`src/rtl/dpc_pkg.sv`:
```
package dpc_pkg;

    typedef enum logic [2:0] {
        ST_IDLE,
        ST_ROWOUT,
        ST_ACT,
        ST_COHOLD,
        ST_COLRD,
        ST_COLGAP,
        ST_PRECH
    } dpc_state_e;

    typedef enum logic [1:0] {
        MA_LIVE,
        MA_CUR_ROW,
        MA_NXT_ROW,
        MA_COLUMN
    } ma_sel_e;

endpackage

```
`src/rtl/dpc_timer.sv`:
```
module dpc_timer #(
    parameter int TW = 3
) (
    input  logic          clk,
    input  logic          rst_n,
    input  logic          load_i,
    input  logic [TW-1:0] val_i,
    output logic          last_o
);
    logic [TW-1:0] cnt_q;

    always_ff @(posedge clk) begin
        if (!rst_n) begin
            cnt_q <= TW'(1);
        end else if (load_i) begin
            cnt_q <= (val_i == '0) ? TW'(1) : val_i;
        end else if (cnt_q > TW'(1)) begin
            cnt_q <= cnt_q - TW'(1);
        end
    end

    assign last_o = (cnt_q == TW'(1));

    // a timed state always lasts at least one cycle
    p_cnt_nonzero_r4: assert property (@(posedge clk) disable iff (!rst_n)
        cnt_q != '0);

endmodule

```
`src/rtl/dpc_castout_buf.sv`:
```
module dpc_castout_buf #(
    parameter int CO_BEATS = 4
) (
    input  logic clk,
    input  logic rst_n,
    input  logic co_beat_i,
    input  logic drain_i,
    output logic full_o
);
    localparam int CW = $clog2(CO_BEATS + 1);

    logic [CW-1:0] cnt_q;
    logic          full_q;

    always_ff @(posedge clk) begin
        if (!rst_n) begin
            cnt_q  <= '0;
            full_q <= 1'b0;
        end else if (drain_i) begin
            cnt_q  <= '0;
            full_q <= 1'b0;
        end else if (co_beat_i && !full_q) begin
            if (cnt_q == CW'(CO_BEATS - 1)) begin
                cnt_q  <= '0;
                full_q <= 1'b1;
            end else begin
                cnt_q <= cnt_q + CW'(1);
            end
        end
    end

    assign full_o = full_q;

    // the flag survives until a drain
    p_full_sticky_r11: assert property (@(posedge clk) disable iff (!rst_n)
        full_q && !drain_i |=> full_q);

endmodule

```
`src/rtl/dpc_addr_path.sv`:
```
module dpc_addr_path
    import dpc_pkg::*;
#(
    parameter int ROW_W  = 12,
    parameter int COL_W  = 8,
    parameter int BEAT_W = 2
) (
    input  logic              clk,
    input  logic              rst_n,
    input  logic [ROW_W-1:0]  bus_row_i,
    input  logic [ROW_W-1:0]  cur_row_i,
    input  logic [ROW_W-1:0]  nxt_row_i,
    input  logic [COL_W-1:0]  cur_col_i,
    input  logic [BEAT_W-1:0] beat_i,
    input  ma_sel_e           sel_i,
    output logic [ROW_W-1:0]  ma_o,
    output logic              row_match_o
);
    logic [ROW_W-1:0] live_row_q;
    logic [COL_W-1:0] col_sum;

    always_ff @(posedge clk) begin
        if (!rst_n) live_row_q <= '0;
        else        live_row_q <= bus_row_i;
    end

    assign col_sum     = cur_col_i + COL_W'(beat_i);
    assign row_match_o = (cur_row_i == nxt_row_i);

    always_comb begin
        unique case (sel_i)
            MA_LIVE:    ma_o = live_row_q;
            MA_CUR_ROW: ma_o = cur_row_i;
            MA_NXT_ROW: ma_o = nxt_row_i;
            MA_COLUMN:  ma_o = ROW_W'(col_sum);
            default:    ma_o = live_row_q;
        endcase
    end

endmodule

```
`src/rtl/dram_page_ctl.sv`:
```
module dram_page_ctl
    import dpc_pkg::*;
#(
    parameter int AW          = 32,
    parameter int ROW_LSB     = 11,
    parameter int ROW_W       = 12,
    parameter int COL_LSB     = 3,
    parameter int TW          = 3,
    parameter int BURST_BEATS = 4,
    parameter int CO_BEATS    = 4
) (
    input  logic             clk,
    input  logic             rst_n,
    input  logic             ts_i,
    input  logic [AW-1:0]    addr_i,
    input  logic             burst_i,
    input  logic             castout_i,
    input  logic             co_beat_i,
    input  logic             co_drain_i,
    input  logic [TW-1:0]    t_rp_i,
    input  logic [TW-1:0]    t_rcd_i,
    input  logic [TW-1:0]    t_cas_i,
    output logic             aack_o,
    output logic             ta_o,
    output logic             ras_n_o,
    output logic             cas_n_o,
    output logic [ROW_W-1:0] ma_o,
    output logic             co_full_o
);
    localparam int COL_W   = ROW_LSB - COL_LSB;
    localparam int BEAT_W  = $clog2(BURST_BEATS);
    localparam int ROW_MSB = ROW_LSB + ROW_W - 1;

    logic [ROW_W-1:0] in_row;
    logic [COL_W-1:0] in_col;
    logic             in_dram;
    logic             unused_addr_bits;

    assign in_row  = addr_i[ROW_MSB:ROW_LSB];
    assign in_col  = addr_i[ROW_LSB-1:COL_LSB];
    assign in_dram = !addr_i[AW-1];
    assign unused_addr_bits = ^{addr_i[AW-2:ROW_MSB+1], addr_i[COL_LSB-1:0]};

    dpc_state_e state_q, state_d;

    logic [ROW_W-1:0]  cur_row_q, nxt_row_q;
    logic [COL_W-1:0]  cur_col_q, nxt_col_q;
    logic              cur_burst_q, nxt_burst_q, cur_co_q, nxt_co_q, nxt_v_q;
    logic [BEAT_W-1:0] beat_q;
    logic              aack_q;

    logic take_idle, take_pipe, promote, t_last, last_beat, final_cas;
    logic page_hit, row_match, co_full, tmr_load;
    logic [TW-1:0] tmr_val;
    ma_sel_e ma_sel;

    assign take_idle = (state_q == ST_IDLE) && !nxt_v_q && ts_i && in_dram;
    assign take_pipe = (state_q != ST_IDLE) && !nxt_v_q && ts_i && in_dram;
    assign last_beat = beat_q == (cur_burst_q ? BEAT_W'(BURST_BEATS - 1) : '0);
    assign final_cas = (state_q == ST_COLRD) && t_last && last_beat;
    assign page_hit  = final_cas && nxt_v_q && cur_burst_q && !nxt_co_q && row_match;

    // next-state logic
    always_comb begin
        state_d = state_q;
        promote = 1'b0;
        unique case (state_q)
            ST_IDLE: begin
                if (nxt_v_q) begin
                    promote = 1'b1;
                    state_d = ST_ROWOUT;
                end else if (take_idle) begin
                    state_d = ST_ROWOUT;
                end
            end
            ST_ROWOUT: state_d = ST_ACT;
            ST_ACT: begin
                if (t_last) state_d = (cur_co_q && !co_full) ? ST_COHOLD : ST_COLRD;
            end
            ST_COHOLD: begin
                if (co_full) state_d = ST_COLRD;
            end
            ST_COLRD: begin
                if (t_last) begin
                    if (!last_beat) begin
                        state_d = ST_COLGAP;
                    end else if (page_hit) begin
                        promote = 1'b1;
                        state_d = ST_COLGAP;
                    end else begin
                        state_d = ST_PRECH;
                    end
                end
            end
            ST_COLGAP: state_d = ST_COLRD;
            ST_PRECH: begin
                if (t_last) begin
                    if (nxt_v_q) begin
                        promote = 1'b1;
                        state_d = ST_ACT;
                    end else begin
                        state_d = ST_IDLE;
                    end
                end
            end
            default: state_d = ST_IDLE;
        endcase
    end

    // state register
    always_ff @(posedge clk) begin
        if (!rst_n) state_q <= ST_IDLE;
        else        state_q <= state_d;
    end

    // transaction slots, beat index, address acknowledge
    always_ff @(posedge clk) begin
        if (!rst_n) begin
            cur_row_q <= '0; cur_col_q <= '0; cur_burst_q <= 1'b0; cur_co_q <= 1'b0;
            nxt_row_q <= '0; nxt_col_q <= '0; nxt_burst_q <= 1'b0; nxt_co_q <= 1'b0;
            nxt_v_q   <= 1'b0;
            beat_q    <= '0;
            aack_q    <= 1'b0;
        end else begin
            aack_q <= take_idle || take_pipe;
            if (take_idle) begin
                cur_row_q <= in_row; cur_col_q <= in_col;
                cur_burst_q <= burst_i; cur_co_q <= castout_i;
            end else if (promote) begin
                cur_row_q <= nxt_row_q; cur_col_q <= nxt_col_q;
                cur_burst_q <= nxt_burst_q; cur_co_q <= nxt_co_q;
            end
            if (take_pipe) begin
                nxt_v_q <= 1'b1;
                nxt_row_q <= in_row; nxt_col_q <= in_col;
                nxt_burst_q <= burst_i; nxt_co_q <= castout_i;
            end else if (promote) begin
                nxt_v_q <= 1'b0;
            end
            if (take_idle || promote)                                beat_q <= '0;
            else if (state_q == ST_COLRD && t_last && !last_beat)   beat_q <= beat_q + BEAT_W'(1);
        end
    end

    // timer reload on every state change
    assign tmr_load = (state_d != state_q);
    always_comb begin
        unique case (state_d)
            ST_ACT:   tmr_val = t_rcd_i;
            ST_COLRD: tmr_val = t_cas_i;
            ST_PRECH: tmr_val = t_rp_i;
            default:  tmr_val = TW'(1);
        endcase
    end

    // outputs
    always_comb begin
        ras_n_o = 1'b1;
        cas_n_o = 1'b1;
        ta_o    = 1'b0;
        ma_sel  = MA_LIVE;
        unique case (state_q)
            ST_IDLE:   ma_sel = MA_LIVE;
            ST_ROWOUT: ma_sel = MA_CUR_ROW;
            ST_ACT, ST_COHOLD: begin
                ma_sel  = MA_CUR_ROW;
                ras_n_o = 1'b0;
            end
            ST_COLRD: begin
                ma_sel  = MA_COLUMN;
                ras_n_o = 1'b0;
                cas_n_o = 1'b0;
                ta_o    = t_last;
            end
            ST_COLGAP: begin
                ma_sel  = MA_COLUMN;
                ras_n_o = 1'b0;
            end
            ST_PRECH:  ma_sel = nxt_v_q ? MA_NXT_ROW : MA_CUR_ROW;
            default:   ma_sel = MA_LIVE;
        endcase
    end

    assign aack_o    = aack_q;
    assign co_full_o = co_full;

    dpc_timer #(.TW(TW)) u_timer (
        .clk(clk), .rst_n(rst_n), .load_i(tmr_load), .val_i(tmr_val), .last_o(t_last)
    );

    dpc_castout_buf #(.CO_BEATS(CO_BEATS)) u_cobuf (
        .clk(clk), .rst_n(rst_n), .co_beat_i(co_beat_i), .drain_i(co_drain_i), .full_o(co_full)
    );

    dpc_addr_path #(.ROW_W(ROW_W), .COL_W(COL_W), .BEAT_W(BEAT_W)) u_apath (
        .clk(clk), .rst_n(rst_n), .bus_row_i(in_row), .cur_row_i(cur_row_q),
        .nxt_row_i(nxt_row_q), .cur_col_i(cur_col_q), .beat_i(beat_q),
        .sel_i(ma_sel), .ma_o(ma_o), .row_match_o(row_match)
    );

    // column strobe only under an open row
    p_cas_under_ras_r13: assert property (@(posedge clk) disable iff (!rst_n)
        !cas_n_o |-> !ras_n_o);

    // a data acknowledge only during a column strobe
    p_ta_in_cas_r5: assert property (@(posedge clk) disable iff (!rst_n)
        ta_o |-> !cas_n_o);

    // a page hit keeps the row open and inserts a column gap
    p_hit_holds_ras_r7: assert property (@(posedge clk) disable iff (!rst_n)
        page_hit |=> !ras_n_o && cas_n_o);

    // a miss precharges in the next cycle
    p_miss_precharge_r8: assert property (@(posedge clk) disable iff (!rst_n)
        final_cas && nxt_v_q && !page_hit |=> ras_n_o);

    // column strobe held while castout data is outstanding
    p_castout_stall_r10: assert property (@(posedge clk) disable iff (!rst_n)
        (state_q == ST_ACT || state_q == ST_COHOLD) && cur_co_q && !co_full |=> cas_n_o);

endmodule

```
`config.mk`:
```
export PLATFORM = sky130hd
export DESIGN_NAME = dram_page_ctl
export DESIGN_NICKNAME = d
export VERILOG_FILES = /design/src/rtl/dpc_pkg.sv /design/src/rtl/dpc_timer.sv /design/src/rtl/dpc_castout_buf.sv /design/src/rtl/dpc_addr_path.sv /design/src/rtl/dram_page_ctl.sv
export SDC_FILE = /design/constraint.sdc
export NUM_CORES = 1
export LEC_CHECK = 0
export CORE_AREA = 2 2 83 85
export CTS_BUF_LIST = sky130_fd_sc_hd__clkbuf_16
export CTS_CLUSTER_SIZE = 24
export DETAILED_ROUTE_END_ITERATION = 10
export DIE_AREA = 0 0 85 87
export HOLD_SLACK_MARGIN = 0.15
export PLACE_DENSITY = 0.84
export SYNTH_ARGS = -nofsm -noshare
export SYNTH_HDL_FRONTEND = slang
export SYNTH_SLANG_ARGS = --single-unit
```
`constraint.sdc`:
```
create_clock -name clk -period 5.4 [get_ports clk]
set_input_delay 0.54 -clock clk [delete_from_list [all_inputs] [get_ports clk]]
set_output_delay 0.54 -clock clk [all_outputs]
set_load 0.02 [all_outputs]
```
==> summary.txt <==
Drt
  – Mean number of vias per cell: approximately 5.8
  – Detailed Routing Iterations Pass 1: 5
  – DRC errors left: 0
  – WL/cell: between 15 and 20 µm
  – Vias: 3319
  – Routed wire length: roughly 9100 µm
  – DR iter-0 viols: 233
  – Final ANT Viol Nets: 0

Final layout
  – Commonest non-fill, non-tap cell in the layout: dfxtp_1
  – Area occupied by multi-input gates: slightly above 2000 µm²
  – ANT cells: 0
  – Finished Core Util: 0.677
  – FF+latch area: approximately 1400 µm²
  – Layout Nets: 544
  – Layout cells sized above 1: 0.0545
  – Area Overhead vs Synth: 24.7%
  – Filler Cells Inserted: roughly 500
  – Commonest cells after routing, fill and taps aside: dfxtp_1, a21oi_1, nand2_1
  – Design Area, Final: about 4400 µm²

Die
  – Num ports: 65
  – Starting Density: 0.543
  – Die height: a little under 90 µm
  – Site row count: 30
  – Die Wd: between 80 and 90 µm
  – Die area: approximately 7400 µm²
  – Core Region: 6570 µm²

Placed design
  – Placed Area: about 4100 µm²
  – Port buffer count: 53
  – Post-DP HPWL: about 6000 µm
  – Gpl congestion: roughly 0.89
  – Dpl ws: about 2.3 ns

Worst setup path
  – Crit-path slowest cell: nor3_1
  – Critical path's largest stage delay: around 0.80 ns
  – CP arrival: slightly above 3 ns
  – Flop2flop setup slack: 2.66 ns
  – Worst r2r src: state_q[1]
  – RR Endpoint: cur_col_q[3]
  – Crit path kind: flop to output pin
  – Crit-path cells: nand2_1 > nor3_1 > nand2_1 > a21oi_1 > clkdlybuf4s50_1
  – Worst-path fanout max: 15
  – Cell mode on critical path: nand2_1
  – CP Launch Type: flop
  – Worst R2R Path Depth: 6
  – Worst setup EP type: output pin
  – Worst Path Required: between 4 and 5 ns

Logic synthesis
  – Mapped Area: 3560 µm²
  – EDFF count, synth: 0
  – #FFs+latches synth: 70
  – Post-synthesis cell type count: between 50 and 60
  – Post-synth net total: approximately 500
  – Cells after synthesis: roughly 440
  – Top_reg_cell synth: dfxtp_1
  – Synth async-reset ratio: 0
  – Syn avg cell area: about 8 µm²
  – Sequential share of the synthesized area: 0.393
  – Yosys Warn Count: 0

CTS
  – Clock transition at path regs: ~0.060 ns
  – # clock sinks: 70
  – CTS buffer count: 9
  – Root buf cell: clkbuf_16
  – Maximum clock insertion buffer count: 2
  – PostCTS Resize Cnt: 0
  – Postcts setup bufs: 0
  – Hold_buf cts: 0
  – TritonCTS clock tree: yes
  – H-tree Lvls: 3
  – Worst-skew pair later-pin latency: roughly 0.34 ns

Pwr
  – Worst VDD drop: approximately 0.00021 V
  – Lkg Pwr: around 1.6 nW
  – Pwr dens: approximately 360 nW/µm²

GRT
  – Number of antenna violations at the first check in global routing: 0
  – Final global-route overflow total: 0
  – Vias in the first global route: 3143
  – Largest net degree at the start of global routing: 42
  – First-pass GRT wire length: 14700 µm
  – Tot GR Track Use: 0.251

STA
  – Worst slew pin tran: roughly 0.96 ns
  – Endpoints failing hold: 0
  – RSZ-0062 raised after global routing: no
  – Period minus WS final: 3.60 ns
  – Fin crit share: 0.667
  – Setup-failing EPs final: 0
  – TNS Setup: 0 ns
  – Max Fclk: around 0.28 GHz
  – Worst hold slack: 0.433 ns
  – Skew final: slightly below 0.008 ns
  – Max-slew violations: 0
  – Max_slew headroom: 0.352
  – PnR worst setup slack: ~1.8 ns

Worst hold path
  – Hold Crit Depth: 2
  – WHS Endpoint: u_cobuf.cnt_q[2]
  – Worst hold path type: flop to flop
  – Hold_sp: u_cobuf.cnt_q[2]

Flow run
  – Max cap viols: 0

Run status
  – Run status: finished, final reports clean
-- worst max-delay path, delay by kind of cell (launching register included) --
kind / cells / cell delay (ns)
simple gates: 3 / 1.21
compound gates: 1 / 0.25
buf+inv: 1 / 0.65
flops: 1 / 0.61
-- worst max path at each step --
stage	slack, ns	from	to
after global routing	1.70	state_q[1]	ma_o[2]
after CTS	1.92	state_q[1]	ma_o[2]
after detailed placement	2.30	state_q[1]	ma_o[0]
after floorplan	3.08	state_q[1]	ma_o[0]
after global placement	2.33	state_q[1]	ma_o[0]
final	1.80	state_q[1]	ma_o[2]
-- state kept, by name (all words and copies together) (netlist names) --
signal,count
aack_o,1
beat_q,2
cur_burst_q,1
cur_co_q,1
cur_col_q,8
cur_row_q,12
nxt_burst_q,1
nxt_co_q,1
nxt_col_q,8
nxt_row_q,12
nxt_v_q,1
state_q,3
u_apath.live_row_q,12
u_cobuf.cnt_q,3
u_cobuf.full_o,1
u_timer.cnt_q,3
-- routing by layer --
layer	part of all wire	global-route usage	vias up
met5	0	0	-
met4	0.018	0.0996	0
met3	0.059	0.0512	19
met2	0.50	0.419	113
met1	0.42	0.318	1534
li1	-	-	1653
-- final cells by class --
cell class | instances | share of cell area
Clock inverter | 7 | 0.0200
Timing Repair Buffer | 58 | 0.128
Clock buffer | 9 | 0.0507
Multi-Input combinational cell | 342 | 0.456
Sequential cell | 70 | 0.315
Inverter | 9 | 0.00760
Tap cell | 80 | 0.0225
-- cells in the mapped netlist, types with 3 or more instances --
library cell | number | area share
dfxtp_1 | 70 | 0.39
a21oi_1 | 66 | 0.093
nand2_1 | 65 | 0.068
o21ai_0 | 42 | 0.059
nor2_1 | 31 | 0.033
mux2i_1 | 27 | 0.076
clkbuf_1 | 16 | 0.017
and2_1 | 14 | 0.025
xnor2_1 | 14 | 0.034
nand3_1 | 10 | 0.014
inv_1 | 8 | 0.0084
nor2b_1 | 7 | 0.012
a211oi_1 | 5 | 0.011
a31oi_1 | 5 | 0.0088
ha_1 | 5 | 0.018
nand2b_1 | 5 | 0.0088
nor3_1 | 4 | 0.0056
xor2_1 | 4 | 0.0098
a221oi_1 | 3 | 0.0074
buf_2 | 3 | 0.0042
buf_4 | 3 | 0.0063
nor3b_1 | 3 | 0.0063
-- logic make-up (layout without fill, tap and decap cells) --
logic type,after synthesis,in the layout,share of synthesized area
xor gates and xnor gates,18,18,0.0442
buffers and inverters,32,83,0.0379
DFF,70,70,0.393
and+or+nand+nor,154,154,0.207
muxes,27,27,0.0758
adders and majority gates,6,6,0.0232
AOI/OAI and AO/OA,137,137,0.218
-- where the power goes --
group / leakage [nW] / total, mW / switching, mW / internal [mW]
sequential: 0.572 / 0.593 / 0.0388 / 0.554
clock: 0.156 / 0.628 / 0.226 / 0.402
combinational: 0.844 / 0.366 / 0.202 / 0.164
total: 1.57 / 1.59 / 0.467 / 1.12
-- stage by stage --
stage	power, mW	cells
after CTS	1.59	575
final	1.59	575
after global routing	1.65	575
after floorplan	0.826	444
after global placement	0.948	559
after detailed placement	0.960	559
Note: power is estimated with default switching activity, not from simulation.
